**src/rtl/rxs_pkg.sv**
```systemverilog
// Shared types and constants for the byte-synchronous receiver.
// Assumes one serial bit per receive clock.
package rxs_pkg;
    typedef enum logic [1:0] {
        ST_HUNT     = 2'd0,
        ST_ONE_SYNC = 2'd1,
        ST_DATA     = 2'd2
    } rx_state_e;

    localparam logic [1:0] CHK_NONE  = 2'd0;
    localparam logic [1:0] CHK_CRC16 = 2'd1;
    localparam logic [1:0] CHK_CCITT = 2'd2;
endpackage

```
**src/rtl/rxs_deser.sv**
```systemverilog
// Serial deserialiser: keeps the recent bit history and presents the
// window of the last LEN bits (including the bit being sampled now),
// right-aligned. Also tracks the fill level and the in-character bit
// position. Assumes LEN stays constant while enabled.
module rxs_deser #(
    parameter int MAXW = 8,
    localparam int CW = $clog2(MAXW + 1)
) (
    input  logic            clk,
    input  logic            rst_n,
    input  logic            clr,
    input  logic            align,
    input  logic            rx_din,
    input  logic [CW-1:0]   len,
    output logic [MAXW-1:0] win,
    output logic            enough,
    output logic            boundary
);
    logic [MAXW-1:0] sr;
    logic [MAXW-1:0] sr_nxt;
    logic [CW-1:0]   fill;
    logic [CW-1:0]   bitcnt;

    // Form the window with the bit currently being sampled.
    always_comb begin
        sr_nxt   = {rx_din, sr[MAXW-1:1]};
        win      = sr_nxt >> (MAXW - int'(len));
        enough   = (int'(fill) + 1) >= int'(len);
        boundary = int'(bitcnt) == (int'(len) - 1);
    end

    // Shift history, saturating fill count and modulo-LEN bit position.
    always_ff @(posedge clk) begin
        if (!rst_n || clr) begin
            sr     <= '0;
            fill   <= '0;
            bitcnt <= '0;
        end else begin
            sr <= sr_nxt;
            if (int'(fill) != MAXW)
                fill <= fill + 1'b1;
            if (align || boundary)
                bitcnt <= '0;
            else
                bitcnt <= bitcnt + 1'b1;
        end
    end

    assert_bitcnt_range_R3: assert property (@(posedge clk) disable iff (!rst_n || clr)
        int'(bitcnt) < int'(len))
        else $error("bit position beyond character width");
endmodule

```
**src/rtl/rxs_bcc.sv**
```systemverilog
// Block check accumulator: a shift-left 16-bit CRC, preset to zero.
// Each update folds in LEN character bits, bit 0 first.
// Mode picks the polynomial; other modes hold the value at zero.
module rxs_bcc #(
    parameter int           W          = 16,
    parameter int           MAXW       = 8,
    parameter logic [W-1:0] POLY_CRC16 = 16'h8005,
    parameter logic [W-1:0] POLY_CCITT = 16'h1021,
    localparam int CW = $clog2(MAXW + 1)
) (
    input  logic            clk,
    input  logic            rst_n,
    input  logic            clr,
    input  logic            upd,
    input  logic [1:0]      mode,
    input  logic [MAXW-1:0] chr,
    input  logic [CW-1:0]   len,
    output logic [W-1:0]    crc
);
    import rxs_pkg::*;

    logic [W-1:0] poly;
    logic         poly_on;
    logic [W-1:0] acc;
    logic         fb;

    // Choose the generator polynomial from the mode.
    always_comb begin
        poly_on = 1'b1;
        case (mode)
            CHK_CRC16: poly = POLY_CRC16;
            CHK_CCITT: poly = POLY_CCITT;
            default: begin
                poly    = '0;
                poly_on = 1'b0;
            end
        endcase
    end

    // Fold the character's active bits into the remainder.
    always_comb begin
        acc = crc;
        fb  = 1'b0;
        for (int i = 0; i < MAXW; i++) begin
            if (i < int'(len)) begin
                fb  = chr[i] ^ acc[W-1];
                acc = {acc[W-2:0], 1'b0} ^ (fb ? poly : '0);
            end
        end
    end

    // Hold the remainder; clear on hunt entry or disable.
    always_ff @(posedge clk) begin
        if (!rst_n || clr)
            crc <= '0;
        else if (upd && poly_on)
            crc <= acc;
    end

    assert_clear_zero_R10: assert property (@(posedge clk) disable iff (!rst_n)
        clr |=> (crc == '0))
        else $error("block check not cleared");
endmodule

```
**src/rtl/rxs_receiver.sv**
```systemverilog
// Byte-synchronous receiver top. It hunts bit by bit for the SYNC
// pattern, then frames characters of LEN bits. Depending on the strip
// control it drops SYNCs or requires a SYNC pair. Data characters are
// delivered to a one-deep host register and accumulated in the block
// check. Assumes the parameter inputs are stable while rx_en is high.
module rxs_receiver #(
    parameter int MIN_W  = 5,
    parameter int MAX_W  = 8,
    parameter int CHK_W  = 16,
    localparam int CW    = $clog2(MAX_W + 1)
) (
    input  logic             clk,
    input  logic             rst_n,
    input  logic             rx_en,
    input  logic             rx_din,
    input  logic [MAX_W-1:0] sync_char,
    input  logic             strip_sync,
    input  logic [1:0]       len_code,
    input  logic [1:0]       chk_mode,
    input  logic             host_rd,
    output logic             sync_pulse,
    output logic             rx_active,
    output logic             data_avail,
    output logic [MAX_W-1:0] rx_data,
    output logic [CHK_W-1:0] chk_value
);
    import rxs_pkg::*;

    rx_state_e        st, st_n;
    logic [CW-1:0]    len_w;
    logic [MAX_W-1:0] sync_m;
    logic [MAX_W-1:0] win;
    logic             enough, boundary;
    logic             is_sync, hunt_hit, at_bnd, deliver, bad_second;

    // Character width and masked SYNC pattern.
    always_comb begin
        len_w = CW'(len_code) + CW'(MIN_W);
        for (int i = 0; i < MAX_W; i++)
            sync_m[i] = sync_char[i] & (i < int'(len_w));
    end

    rxs_deser #(.MAXW(MAX_W)) u_deser (
        .clk      (clk),
        .rst_n    (rst_n),
        .clr      (!rx_en),
        .align    (hunt_hit),
        .rx_din   (rx_din),
        .len      (len_w),
        .win      (win),
        .enough   (enough),
        .boundary (boundary)
    );

    // Event decode for this bit time.
    always_comb begin
        is_sync    = (win == sync_m);
        hunt_hit   = (st == ST_HUNT) && enough && is_sync;
        at_bnd     = (st != ST_HUNT) && boundary;
        deliver    = at_bnd && (st == ST_DATA) && !(strip_sync && is_sync);
        bad_second = at_bnd && (st == ST_ONE_SYNC) && !is_sync;
    end

    // Next-state: hunt -> (one SYNC) -> data.
    always_comb begin
        st_n = st;
        case (st)
            ST_HUNT:     if (hunt_hit) st_n = strip_sync ? ST_DATA : ST_ONE_SYNC;
            ST_ONE_SYNC: if (at_bnd)   st_n = is_sync ? ST_DATA : ST_HUNT;
            default:     st_n = st;
        endcase
    end

    // State, SYNC pulse and host-side holding register.
    always_ff @(posedge clk) begin
        if (!rst_n || !rx_en) begin
            st         <= ST_HUNT;
            sync_pulse <= 1'b0;
            rx_active  <= 1'b0;
            data_avail <= 1'b0;
            rx_data    <= '0;
        end else begin
            st         <= st_n;
            sync_pulse <= hunt_hit || (at_bnd && is_sync);
            if (deliver) begin
                rx_data    <= win;
                data_avail <= 1'b1;
                rx_active  <= 1'b1;
            end else if (host_rd) begin
                data_avail <= 1'b0;
            end
        end
    end

    rxs_bcc #(.W(CHK_W), .MAXW(MAX_W)) u_bcc (
        .clk   (clk),
        .rst_n (rst_n),
        .clr   (!rx_en || bad_second),
        .upd   (deliver),
        .mode  (chk_mode),
        .chr   (win),
        .len   (len_w),
        .crc   (chk_value)
    );

    assert_pulse_single_R6: assert property (@(posedge clk) disable iff (!rst_n)
        sync_pulse |=> !sync_pulse)
        else $error("sync pulse longer than one cycle");

    assert_active_hold_R8: assert property (@(posedge clk) disable iff (!rst_n)
        $fell(rx_active) |-> !$past(rx_en))
        else $error("rx_active dropped while enabled");

    assert_avail_active_R7: assert property (@(posedge clk) disable iff (!rst_n)
        data_avail |-> rx_active)
        else $error("data available outside a message");

    assert_off_quiet_R9: assert property (@(posedge clk) disable iff (!rst_n)
        !rx_en |=> (!data_avail && !rx_active && !sync_pulse))
        else $error("outputs not cleared while disabled");
endmodule

```
**config.mk**
```make
export PLATFORM = sky130hd
export DESIGN_NAME = rxs_receiver
export DESIGN_NICKNAME = d
export VERILOG_FILES = /design/src/rtl/rxs_pkg.sv /design/src/rtl/rxs_deser.sv /design/src/rtl/rxs_bcc.sv /design/src/rtl/rxs_receiver.sv
export SDC_FILE = /design/constraint.sdc
export NUM_CORES = 1
export LEC_CHECK = 0
export BUFFER_PORTS_ARGS = -buffer_cell sky130_fd_sc_hd__buf_2
export CAP_MARGIN = 25
export CORE_ASPECT_RATIO = 0.6
export CORE_UTILIZATION = 45
export DETAILED_ROUTE_END_ITERATION = 6
export PLACE_DENSITY = 0.65
export SYNTH_ARGS = -nofsm -noshare
export SYNTH_HDL_FRONTEND = slang
export SYNTH_HIERARCHICAL = 1
export SYNTH_SLANG_ARGS = --single-unit
```
**constraint.sdc**
```tcl
create_clock -name clk -period 6.6 [get_ports clk]
set_clock_uncertainty 0.2 [all_clocks]
set_input_delay 1.32 -clock clk [delete_from_list [all_inputs] [get_ports clk]]
set_output_delay 1.32 -clock clk [all_outputs]
set_load 0.005 [all_outputs]
```
Word level (Yosys, flattened, before mapping) --
Cells that the tools add are included. Widths: inputs -> output; s select.
Word-level totals: bits in registers 45, bits in latches 0, input port bits 18, word-level logic and storage cells 109, memories 0, output and inout bits 27, RAM bits 0, bits in read-only memories 0
Operators by class: mux-type cells 25, shift operators 1, divide/modulo/power cells 0, $add $sub $neg 6, bitwise gates (word level) 24, reductions and logical operators 26, multiply operators 0, magnitude comparators 9, equal/unequal tests 9
Operators by type and width (count):
- $mux 16 | 16
- $xor 16x16->16 | 8
- $eq 5x32->1 | 1
- $ge 32x5->1 | 1
- $pmux 16 s2 | 1
- $shr 8x32->8 | 1
- $lt 3x4->1 const A | 4
- $logic_and 1x1->1 | 10
- $add 4x1->4 const B | 2
- $and 1x1->1 | 8
- $eq 8x8->1 | 1
- $lt 1x4->1 const A | 2
- $lt 2x4->1 const A | 2
- $mux 2 | 4
- $xor 1x1->1 | 8
- $reduce_bool 2->1 | 3
- $add 4x1->5 const B | 1
- $logic_or 1x1->1 | 5
- $sub 4x1->5 const B | 1
- $sub 4x4->5 const A | 1
- $add 2x3->4 const B | 1
- $eq 2x1->1 const B | 2
- $eq 2x2->1 const B | 2
- $logic_not 1->1 | 4
- other kinds (7) | 11

Depth between registers and ports, before layout --
Gate-level depths: netlist of the first run.
depth in word-level cells 35, gate-level depth with buffers 24, depth with buffers taken out 22

By module --
The synthesis of the first run kept the hierarchy.
Modules (own cells, without submodules):
- rxs_bcc | area an instance 3618.5 um2, cells each 547, times used 1
- rxs_deser | area an instance 1024.7 um2, cells each 110, times used 1
- rxs_receiver | area an instance 752.0 um2, cells each 91, times used 1

Worst setup path before layout of the first run --
OpenSTA, ideal clock, no wires.
path type input-to-reg, start point input port len_code[0], end point register u_bcc.crc[5], stages on the path 23, library setup time 0.129 ns, data required time 6.271 ns, slack -0.200 ns, data arrival time 6.471 ns, path through inv_1 -> buf_2 -> inv_1 -> ha_1 -> buf_2 -> mux4_2 -> nand3_1 -> a31oi_1 -> xor2_1 -> a21oi_2 -> a2111oi_2 -> nor2_2 -> and4_4 -> or3_1 -> buf_2 -> a221o_1 -> a31oi_4 -> xnor3_1 -> nor3b_1 -> o31ai_2 -> xor2_1 -> mux2i_1 -> a221oi_2
Between the ends: word-level cells in the longest chain between the ends 35, elaborated cells on any way between the ends 65, classes of those cells add/sub (3); order compare (8); eq/ne (2); shift (1); mux (16); bitwise (24); reduce/logical (11)
RTL lines:
- start: declaration | line rxs_receiver.sv:18 | input logic [1:0] len_code,
- $add 2x3->4 * | line rxs_receiver.sv:38 | len_w = CW'(len_code) + CW'(MIN_W);
- $sub 4x4->5 * | line rxs_deser.sv:27 | win = sr_nxt >> (MAXW - int'(len));
- $shr 8x32->8 * | line rxs_deser.sv:27
- net win[0] | line rxs_receiver.sv:32 | logic [MAX_W-1:0] win;
- $xor 1x1->1 | line rxs_bcc.sv:46 | fb = chr[i] ^ acc[W-1];
- $mux 16 | line rxs_bcc.sv:47 | acc = {acc[W-2:0], 1'b0} ^ (fb ? poly : '0);
- $xor 16x16->16 | line rxs_bcc.sv:47
- $mux 16 | line rxs_bcc.sv:45 | if (i < int'(len)) begin
- (+20 left out)
- $xor 1x1->1 | line rxs_bcc.sv:46
- $mux 16 | line rxs_bcc.sv:47
- $xor 16x16->16 | line rxs_bcc.sv:47
- $mux 16 | line rxs_bcc.sv:45
- $xor 1x1->1 | line rxs_bcc.sv:46
- $mux 16 | line rxs_bcc.sv:47
- $xor 16x16->16 | line rxs_bcc.sv:47
- $mux 16 | line rxs_bcc.sv:45
- end signal: assignment | line rxs_bcc.sv:55 | crc <= '0;
- end signal: assignment | line rxs_bcc.sv:57 | crc <= acc;
- end: declaration | line rxs_bcc.sv:18 | output logic [W-1:0] crc
The timed path passes the listed nets; every way through them passes the cells marked *. A chain may end at the register's enable or synchronous reset.

Worst setup path after layout of the first run --
start point input port len_code[0], end point register u_bcc.crc[2]
Between the ends: word-level cells in the longest chain between the ends 35, elaborated cells on any way between the ends 65, classes of those cells add/sub (3); order compare (8); eq/ne (2); shift (1); mux (16); bitwise (24); reduce/logical (11)
RTL lines:
- $add 2x3->4 * | line rxs_receiver.sv:38
- net len_w[0] | line rxs_receiver.sv:30 | logic [CW-1:0] len_w;
- $sub 4x4->5 * | line rxs_deser.sv:27
- $shr 8x32->8 * | line rxs_deser.sv:27
- net win[0] | line rxs_receiver.sv:32
- $xor 1x1->1 | line rxs_bcc.sv:46
- $mux 16 | line rxs_bcc.sv:47
- $xor 16x16->16 | line rxs_bcc.sv:47
- (+21 left out)
- $xor 1x1->1 | line rxs_bcc.sv:46
- $mux 16 | line rxs_bcc.sv:47
- $xor 16x16->16 | line rxs_bcc.sv:47
- $mux 16 | line rxs_bcc.sv:45
- $xor 1x1->1 | line rxs_bcc.sv:46
- $mux 16 | line rxs_bcc.sv:47
- $xor 16x16->16 | line rxs_bcc.sv:47
- $mux 16 | line rxs_bcc.sv:45
Marked as above.

==> results.toml, run 1 <==
[status]
outcome = "complete, no violations"

[synth]
syn_inst = 748
yosysWarnings = 6
asyncSetResetFlopFracSynth = 0
mappedNetlistArea_mm2 = 0.00540
post-synth-top-area-cell = "sky130_fd_sc_hd__dfxtp_1"
syn_nets = 779
synth_edf_count = 0
yosys-top-cells-count = "sky130_fd_sc_hd__nand2_1, sky130_fd_sc_hd__nor2_1, sky130_fd_sc_hd__a21oi_1, sky130_fd_sc_hd__dfxtp_1, sky130_fd_sc_hd__o21ai_0"
ys_seq_area_frac = 0.163
post-synth-top-count-cell = "sky130_fd_sc_hd__nand2_1"
synthDistinctLibCells = 87
ys_ff_latch = 44
synthesis.area_per_instance_um2 = 7.21
ys_top_cells_by_area = "sky130_fd_sc_hd__dfxtp_1, sky130_fd_sc_hd__xnor2_1, sky130_fd_sc_hd__nand2_1"
yosys.area.top_type_share = 0.163
synth-main-ff-cell = "sky130_fd_sc_hd__dfxtp_1"

[critical_path]
cp_max_fo = 4
cp_slowest_cell = "sky130_fd_sc_hd__or4_1"
cp_data_required_time_ps = 6610
max_stage_delay_ps = 420
critPathCaptureType = "register"
path_class = "in -> reg"
r2r_slack_ps = 1570
critPathArrivalTime_ps = 6420
r2r_cells = 19
setup.worst_path.start_class = "input port"
worstReg2RegStart = "u_deser/sr[4]"
timing.rr.end = "u_bcc/crc[2]"

[route]
drtPass1Iterations = 5
detail_route.vias_per_cell = 6.35
routed_wl_mm = 20.8
detail_route.drc_violations = 0
drt_first_iter_violations = 940
routed-via-count = 6362
remaining_antenna_violation_count_after_routing = 0
wl_per_cell_um = 20.8

[sta]
final-max-slew-violation-count = 0
relSlewSlack = 0.470
minimum_clock_period_after_layout_ps = 6400
achievable-frequency_mhz = 156
final_min_period_over_clock_period = 0.970
final.setup.worst_slack_ps = 197
final-setup-viol-count = 0
worstMarginPinSlew_ps = 787
hold_violations = 0

[floorplan]
die_area_mm2 = 0.0124
start_util = 0.470
core_area_mm2 = 0.0115
dieWidth_um = 143
placement_rows = 30
top_level_ports = 45
fp.dieH_um = 86.8

[cts]
clkSlewWorstSetupHoldPaths_ps = 70
cts_tree = "done"
cts_inserted_buffers = 5
cts.root.buffer_cell = "sky130_fd_sc_hd__clkbuf_16"
clk_path_buf_depth = 2
holdBufCountCts = 0
cts_htree_levels = 2
cts_sinks = 44
clk_latency_ps = 300

[place]
place_congestion = 1.06
io_buf_count = 44
cell_area_placed_mm2 = 0.00630
place_hpwl_mm = 15.5
pre_cts_ws_ps = -333

[layout]
area.growth.synth_to_final_pct = 24.5
layout-drive-gt1-share = 0.266
diodes = 0
finalInstanceArea_mm2 = 0.00672
num-fill-cells = 1108
final_nets = 872

[grt]
grt_start_max_net_pins = 32
grt_remaining_overflow = 0
grt_first_pass_wirelength_mm = 32.0
grt_antenna_before_repair = 0
number_of_global_route_vias_before_repair = 5677
total_grt_usage = 0.339

[min_path]
holdPathEnd = "rx_active"
hold_depth = 2
holdCritPathClass = "reg -> reg"
min_from = "rx_active"

[power_and_ir_drop]
power.density_mw_per_mm2 = 140
p_leak_nw = 2.77
irDropWorstVdd_mv = 0.115

[flow_run]
drv_cap = 0
-- state kept, by name, indices dropped and copies added (netlist names) --
register        count
u_bcc/crc          16
rx_data             8
data_avail          1
sync_pulse          1
u_deser/fill        4
u_deser/sr          7
st                  2
rx_active           1
u_deser/bitcnt      4
-- worst max-delay path by stage --
| stage | slack [ps] | endpoint | start | cells past startpoint |
|---|---|---|---|---|
| after floorplan | 10 | u_bcc/crc[5] | len_code[0] | 23 |
| after global placement | -150 | u_bcc/crc[13] | len_code[0] | 26 |
| after detailed placement | -330 | u_bcc/crc[2] | len_code[0] | 25 |
| after CTS | 30 | u_bcc/crc[2] | len_code[0] | 24 |
| after global routing | -60 | u_bcc/crc[2] | len_code[0] | 26 |
| final | 200 | u_bcc/crc[2] | len_code[0] | 25 |
-- worst max-delay path, delay by kind of cell --
kind                     cells  cell delay, ps
AND/OR/NAND/NOR              5            1040
XOR/XNOR                     4             760
adder cells (fa/ha/maj)      2             470
AO/OA/AOI/OAI                9            2230
buffers and inverters        5             600
-- where the power goes --
group          switching, mW  total [mW]  internal, mW
clock                  0.126       0.306         0.181
combinational          0.216       0.362         0.146
sequential           0.00207       0.269         0.267
-- layout make-up --
class,count,area [µm²],share of cell area
timing repair buffer,139,933,0.139
clock inverter,3,46.3,0.00689
clock buffer,5,125,0.0186
sequential,44,881,0.131
multi-input combinational,628,4450,0.662
tap,160,200,0.0298
inverter,23,86.3,0.0129
-- metrics by stage --
stage	power (mW)	hold WS, ps	TNS [ps]	utilization	cells
finish	0.938	249	0	0.585	1002
detailed placement	0.607	243	-2200	0.548	989
CTS	0.912	253	0	0.564	997
floorplan	0.491	242	0	-	748
global placement	0.603	231	-689	0.548	989
global route	0.982	273	-187	0.585	1002
-- cell families (layout without fill, tap and decap cells) --
family | after synthesis | in the layout | share of synthesized area
flip-flops | 44 | 44 | 0.163
multiplexers | 35 | 35 | 0.0756
adder cells (fa/ha/maj) | 13 | 13 | 0.0301
XOR/XNOR | 59 | 59 | 0.103
AND/OR/NAND/NOR | 299 | 299 | 0.285
buffers and inverters | 76 | 170 | 0.0582
AO/OA/AOI/OAI | 222 | 222 | 0.285
-- cell usage in the layout (no fill, tap or decap), types with 4 or more instances in the layout --
cell	netlist	routed
sky130_fd_sc_hd__or2_2	7	7
sky130_fd_sc_hd__and3_1	4	4
sky130_fd_sc_hd__nor2_1	68	67
sky130_fd_sc_hd__or3_1	5	5
sky130_fd_sc_hd__xor2_1	19	17
sky130_fd_sc_hd__inv_1	20	19
sky130_fd_sc_hd__o211ai_1	11	11
sky130_fd_sc_hd__dfxtp_1	44	44
sky130_fd_sc_hd__nor3b_1	7	5
sky130_fd_sc_hd__nor2b_1	13	13
sky130_fd_sc_hd__nand3_1	34	33
sky130_fd_sc_hd__nand2b_1	12	12
sky130_fd_sc_hd__a211oi_1	14	11
sky130_fd_sc_hd__nor3_1	18	17
sky130_fd_sc_hd__a31oi_1	5	4
sky130_fd_sc_hd__a21oi_2	9	10
sky130_fd_sc_hd__nor4_1	5	4
sky130_fd_sc_hd__clkbuf_16	0	5
sky130_fd_sc_hd__o21ai_0	40	38
sky130_fd_sc_hd__a211o_1	4	4
sky130_fd_sc_hd__xnor2_1	37	33
sky130_fd_sc_hd__mux4_2	4	4
sky130_fd_sc_hd__mux2i_1	27	26
sky130_fd_sc_hd__nand2_1	77	75
sky130_fd_sc_hd__buf_4	0	95
sky130_fd_sc_hd__o21ai_1	10	10
sky130_fd_sc_hd__a21o_1	9	8
sky130_fd_sc_hd__nand4_1	14	14
sky130_fd_sc_hd__and2_1	10	10
sky130_fd_sc_hd__a21oi_1	54	52
sky130_fd_sc_hd__ha_1	13	12
sky130_fd_sc_hd__o2111ai_1	5	5
sky130_fd_sc_hd__o22ai_1	8	8
sky130_fd_sc_hd__buf_2	11	44
sky130_fd_sc_hd__o31ai_1	4	4
sky130_fd_sc_hd__nand3b_1	4	4
sky130_fd_sc_hd__and4_1	4	4
-- layer usage --
layer  global-route usage  vias to the layer above  routed length [µm]
met1                0.503                     2972                9350
li1                     -                     2929                   -
met4               0.0677                        0                 323
met2                0.465                      418                8020
met5                    0                        -                   0
met3                0.111                       43                3090
-- what timing repair did --
item	CTS	global route
resized for setup	1	37
pin swaps	0	10
buffers inserted	0	5
endpoints found under the setup margin	4	12
No activity file was read; power rests on OpenSTA's default activity.
==> run 2, diff against run 1 <==
--- a/config.mk
+++ b/config.mk
@@ -8,9 +8,9 @@
 export BUFFER_PORTS_ARGS = -buffer_cell sky130_fd_sc_hd__buf_2
 export CAP_MARGIN = 25
 export CORE_ASPECT_RATIO = 0.6
-export CORE_UTILIZATION = 45
+export CORE_UTILIZATION = 56
 export DETAILED_ROUTE_END_ITERATION = 6
-export PLACE_DENSITY = 0.65
+export PLACE_DENSITY = 0.78
 export SYNTH_ARGS = -nofsm -noshare
 export SYNTH_HDL_FRONTEND = slang
 export SYNTH_HIERARCHICAL = 1
==> results.toml, run 2 (same netlist as run 1, synthesis figures left out) <==
[cts]
cts_sinks = 44
cts_tree = "done"
clkSlewWorstSetupHoldPaths_ps = 60
cts_htree_levels = 2
cts.root.buffer_cell = "sky130_fd_sc_hd__clkbuf_16"
clk_path_buf_depth = 2
holdBufCountCts = 0
cts_inserted_buffers = 5
clk_latency_ps = 300

[critical_path]
max_stage_delay_ps = 390
setup.worst_path.start_class = "input port"
worstPathBufferInverterCount = 6
path_class = "in -> reg"
critPathCaptureType = "register"
timing.rr.end = "u_bcc/crc[12]"
cp_data_required_time_ps = 6610
r2r_cells = 21
r2r_slack_ps = 1400
worst_path_dominant_cell_family = "compound AO/OA/AOI/OAI gates"
critPathArrivalTime_ps = 6560
cp_max_fo = 4
path_common_cell = "sky130_fd_sc_hd__buf_4"
worstReg2RegStart = "u_deser/sr[7]"
cp_slowest_cell = "sky130_fd_sc_hd__o311a_4"

[place]
numPlacedInstances = 964
place_hpwl_mm = 16.2
io_buf_count = 44
place_congestion = 1.02

[sta]
worstMarginPinSlew_ps = 807
achievable-frequency_mhz = 153
grt_setup_unrepaired = "true"
relSlewSlack = 0.456
finalHoldWorstSlack_ps = 270
final_min_period_over_clock_period = 0.993
minimum_clock_period_after_layout_ps = 6550
final-max-slew-violation-count = 0
hold_violations = 0
final-setup-viol-count = 0

[route]
routed_wl_mm = 21.8
wl_per_cell_um = 22.4
routed-via-count = 6648
drtPass1Iterations = 6
detail_route.drc_violations = 0
drt_first_iter_violations = 908
remaining_antenna_violation_count_after_routing = 0
detail_route.vias_per_cell = 6.83

[min_path]
min_from = "rx_active"
hold_depth = 2
holdCritPathClass = "reg -> reg"
holdPathEnd = "rx_active"

[grt]
grt_first_pass_wirelength_mm = 32.8
grt_remaining_overflow = 0
total_grt_usage = 0.428
gr-usage-met1 = 0.618
number_of_global_route_vias_before_repair = 6010
grt_start_max_net_pins = 30
grt_antenna_before_repair = 0
highest_utilization_routing_layer_at_the_global_route_stage = "met1"
grt_util_met3 = 0.142
gr-usage-met2 = 0.592

[floorplan]
fp.dieH_um = 78.0
start_util = 0.583
top_level_ports = 45
core_area_mm2 = 0.00926
die_area_mm2 = 0.0100
dieWidth_um = 129
placement_rows = 27

[layout]
layout_commonest_cell = "sky130_fd_sc_hd__buf_4"
area.growth.synth_to_final_pct = 24.2
final_nets = 875
finish.cell_count_without_fillers = 974
largest_registers = "u_bcc/crc x16, rx_data x8, u_deser/sr x7"
layout-drive-gt1-share = 0.269
mostFrequentLayoutCells = "sky130_fd_sc_hd__buf_4, sky130_fd_sc_hd__nand2_1, sky130_fd_sc_hd__nor2_1"
diodes = 0
max_reg_flops = 16
top_register = "u_bcc/crc"
finalCoreUtilization = 0.724

[power_and_ir_drop]
p_leak_nw = 2.76
power.density_mw_per_mm2 = 133
irDropWorstVdd_mv = 0.107

[flow_run]
drv_cap = 0

[status]
outcome = "complete, no violations"
==> run 2: stage by stage <==
step	setup WS, ps	cell area (µm²)	power (mW)	setup TNS [ps]
global placement	-190	6290	0.604	-1010
floorplan	14.0	5430	0.491	0
finish	46.9	6700	0.891	0
detailed placement	-325	6290	0.611	-2010
global route	-89.3	6700	0.920	-264
CTS	6.91	6440	0.860	0
==> run 2: tightest hold or removal path, cell delays in order (launching register included) <==
cell and delay, ps:
sky130_fd_sc_hd__dfxtp_1 310, sky130_fd_sc_hd__inv_1 60, sky130_fd_sc_hd__a21oi_1 50
==> run 2: final cells by class <==
type	count	area [µm²]
flip-flops and latches	44	881
inverters	23	86.3
repair buffers	142	960
clock inverters	2	12.5
well taps	130	163
fillers	776	2560
clock buffers	5	125
multi-input cells	628	4470
==> run 2: metal layers <==
layer	share of wire	wire length (µm)	up-vias
li1	-	-	2924
met1	0.42	9180	3084
met2	0.39	8580	560
met3	0.16	3410	80
met4	0.028	611	0
met5	0	0	-
==> run 2: worst max path at each step <==
| stage | startpoint | end | cells past startpoint |
|---|---|---|---|
| detailed placement | len_code[0] | u_bcc/crc[13] | 26 |
| CTS | len_code[0] | u_bcc/crc[2] | 25 |
| global placement | len_code[0] | u_bcc/crc[2] | 25 |
| finish | len_code[0] | u_bcc/crc[12] | 26 |
| floorplan | len_code[0] | u_bcc/crc[5] | 23 |
| global route | len_code[0] | u_bcc/crc[5] | 24 |
==> run 2: where the power goes <==
group	total, mW	switching (mW)	internal [mW]
clock	0.250	0.112	0.138
sequential	0.269	0.00212	0.267
combinational	0.372	0.225	0.147
==> run 2: timing repair <==
action,4_1_cts,5_1_grt
endpoints found under the setup margin,6,9
pin swaps,0,11
buffers inserted,0,3
gates resized for setup,1,41
==> run 3, diff against run 2 <==
==> constraint.sdc (replaced) <==
create_clock -name clk -period 6.6 [get_ports clk]
set_clock_uncertainty 0.2 [all_clocks]
set_input_delay 1.65 -clock clk [delete_from_list [all_inputs] [get_ports clk]]
set_output_delay 1.65 -clock clk [all_outputs]
set_load 0.005 [all_outputs]
==> results.toml, run 3 (same netlist as run 1, synthesis figures left out) <==
[status]
outcome = "complete, but fails checks"
violations = "design-rule violations, negative setup slack"

[layout]
final_nets = 900
layout_commonest_cell = "sky130_fd_sc_hd__buf_4"
finalInstanceArea_mm2 = 0.00709
largest_registers = "u_bcc/crc x16, rx_data x8, u_deser/sr x7"
diodes = 0
finalCoreUtilization = 0.766
layout-drive-gt1-share = 0.320
num-fill-cells = 702
max_reg_flops = 16
top_register = "u_bcc/crc"
area.growth.synth_to_final_pct = 31.5
finish.cell_count_without_fillers = 1000
mostFrequentLayoutCells = "sky130_fd_sc_hd__buf_4, sky130_fd_sc_hd__nand2_1, sky130_fd_sc_hd__nor2_1"

[floorplan]
placement_rows = 27
start_util = 0.583
die_area_mm2 = 0.0100
fp.dieH_um = 78.0
core_area_mm2 = 0.00926
top_level_ports = 45
dieWidth_um = 129

[sta]
final_min_period_over_clock_period = 1.03
relSlewSlack = 0.406
achievable-frequency_mhz = 148
fin_setup_tns_ps = -387
worstMarginPinSlew_ps = 887
final.setup.worst_slack_ps = -170
hold_violations = 0
final-max-slew-violation-count = 0
final-setup-viol-count = 6
finalHoldWorstSlack_ps = 276
grt_setup_unrepaired = "true"
minimum_clock_period_after_layout_ps = 6770

[critical_path]
max_stage_delay_ps = 480
timing.rr.end = "u_bcc/crc[2]"
path_common_cell = "sky130_fd_sc_hd__buf_4"
worst_path_dominant_cell_family = "compound AO/OA/AOI/OAI gates"
path_class = "in -> reg"
cp_slowest_cell = "sky130_fd_sc_hd__or4_4"
critPathCaptureType = "register"
worstPathBufferInverterCount = 7
r2r_slack_ps = 1460
cp_max_fo = 11
critPathArrivalTime_ps = 6800
worstReg2RegStart = "u_deser/sr[4]"
cp_data_required_time_ps = 6630
setup.worst_path.start_class = "input port"
r2r_cells = 20

[power_and_ir_drop]
intPower_uw = 615
comb_power_share = 0.413
p_leak_nw = 2.95
p_sw_uw = 363
power.share.sequential = 0.275
share_clk_of_total_power = 0.312
irDropWorstVdd_mv = 0.108
power.density_mw_per_mm2 = 138
power.total_uw = 979
switching_share = 0.371

[grt]
total_grt_usage = 0.425
number_of_global_route_vias_before_repair = 5816
grt_remaining_overflow = 0
grt_start_max_net_pins = 32
grt_first_pass_wirelength_mm = 32.6
grt_antenna_before_repair = 0

[route]
detail_route.drc_violations = 23
wirelength_met1_mm = 9.46
wl_per_cell_um = 22.2
routed-via-count = 6784
highest-signal-layer = "met4"
routed_wl_mm = 22.2
detailroute.wirelength.met3_mm = 3.42
remaining_antenna_violation_count_after_routing = 0
detail_route.vias_per_cell = 6.78
met2RoutedLength_mm = 8.73
drtPass1Iterations = 7
drt_first_iter_violations = 1131

[cts]
cts_sinks = 44
clkSlewWorstSetupHoldPaths_ps = 70
cts_inserted_buffers = 5
cts.root.buffer_cell = "sky130_fd_sc_hd__clkbuf_16"
clk_latency_ps = 310
holdBufCountCts = 0
clk_path_buf_depth = 2
cts_tree = "done"
cts_htree_levels = 2

[min_path]
hold_depth = 2
holdPathEnd = "rx_active"
holdCritPathClass = "reg -> reg"
min_from = "rx_active"

[place]
numPlacedInstances = 978
pre_cts_ws_ps = -406
cell_area_placed_mm2 = 0.00650
io_buf_count = 44
place_congestion = 1.01
place_hpwl_mm = 16.0

[flow_run]
drv_cap = 0
==> run 3: cell types whose count changed in the layout (fill, tap and decap cells not counted), sizes merged <==
| cell | previous run | this run |
|---|---|---|
| buf | 142 | 167 |
| bufinv | 0 | 1 |
| clkinv | 2 | 1 |
| clkinvlp | 1 | 2 |
==> run 3: how the worst max path moves through the flow <==
stage,from,end,slack (ps),cells past startpoint
detailed placement,len_code[0],u_bcc/crc[2],-410,26
floorplan,len_code[0],u_bcc/crc[5],-120,23
global route,len_code[0],u_bcc/crc[2],-290,25
finish,len_code[0],u_bcc/crc[2],-170,25
global placement,len_code[0],u_bcc/crc[12],-270,28
CTS,len_code[0],u_bcc/crc[2],0.2,25
==> run 3: worst reg2reg max path, stage by stage (launching register included) <==
cell	delay, ps
sky130_fd_sc_hd__dfxtp_1	350
sky130_fd_sc_hd__mux4_2	510
sky130_fd_sc_hd__nand3_2	120
sky130_fd_sc_hd__a31oi_4	160
sky130_fd_sc_hd__xnor2_4	220
sky130_fd_sc_hd__nor3_4	310
sky130_fd_sc_hd__o221ai_2	170
sky130_fd_sc_hd__buf_4	170
sky130_fd_sc_hd__o2111a_1	130
sky130_fd_sc_hd__a211oi_2	310
sky130_fd_sc_hd__buf_4	210
sky130_fd_sc_hd__xnor2_4	80
sky130_fd_sc_hd__nor3b_4	160
sky130_fd_sc_hd__a2111oi_2	320
sky130_fd_sc_hd__buf_4	230
sky130_fd_sc_hd__xnor2_4	150
sky130_fd_sc_hd__o21a_1	210
sky130_fd_sc_hd__xnor3_1	350
sky130_fd_sc_hd__nand2b_4	160
sky130_fd_sc_hd__or4_4	480
sky130_fd_sc_hd__o211ai_1	90
==> run 3: per-layer routing <==
layer / global-route usage / up-vias
met5: 0 / -
met4: 0.104 / 0
met3: 0.140 / 80
met2: 0.574 / 581
met1: 0.633 / 3149
li1: - / 2974
==> run 3: repair_timing <==
action	CTS	global route
resized for setup	7	49
buffers inserted	1	14
endpoints found under the setup margin	7	13
pin swaps	4	32
cloned	0	0
endpoints found under the hold margin	0	0
==> run 3: layout make-up <==
cell class	count	area [µm²]	area share
clock buffer	5	125	0.0176
inverter	23	92.6	0.0131
timing repair buffer	167	1170	0.164
sequential	44	881	0.124
clock inverter	3	46.3	0.00653
tap	130	163	0.0229
multi-input combinational	628	4620	0.651
==> run 3: power by group through the flow <==
| stage | clock network [mW] | logic, mW | registers [mW] |
|---|---|---|---|
| 2_1_floorplan | 0 | 0.222 | 0.275 |
| 3_3_place_gp | 0 | 0.339 | 0.275 |
| 3_5_place_dp | 0 | 0.345 | 0.275 |
| 4_1_cts | 0.303 | 0.351 | 0.269 |
| 5_1_grt | 0.313 | 0.422 | 0.269 |
| 6_report | 0.305 | 0.404 | 0.269 |
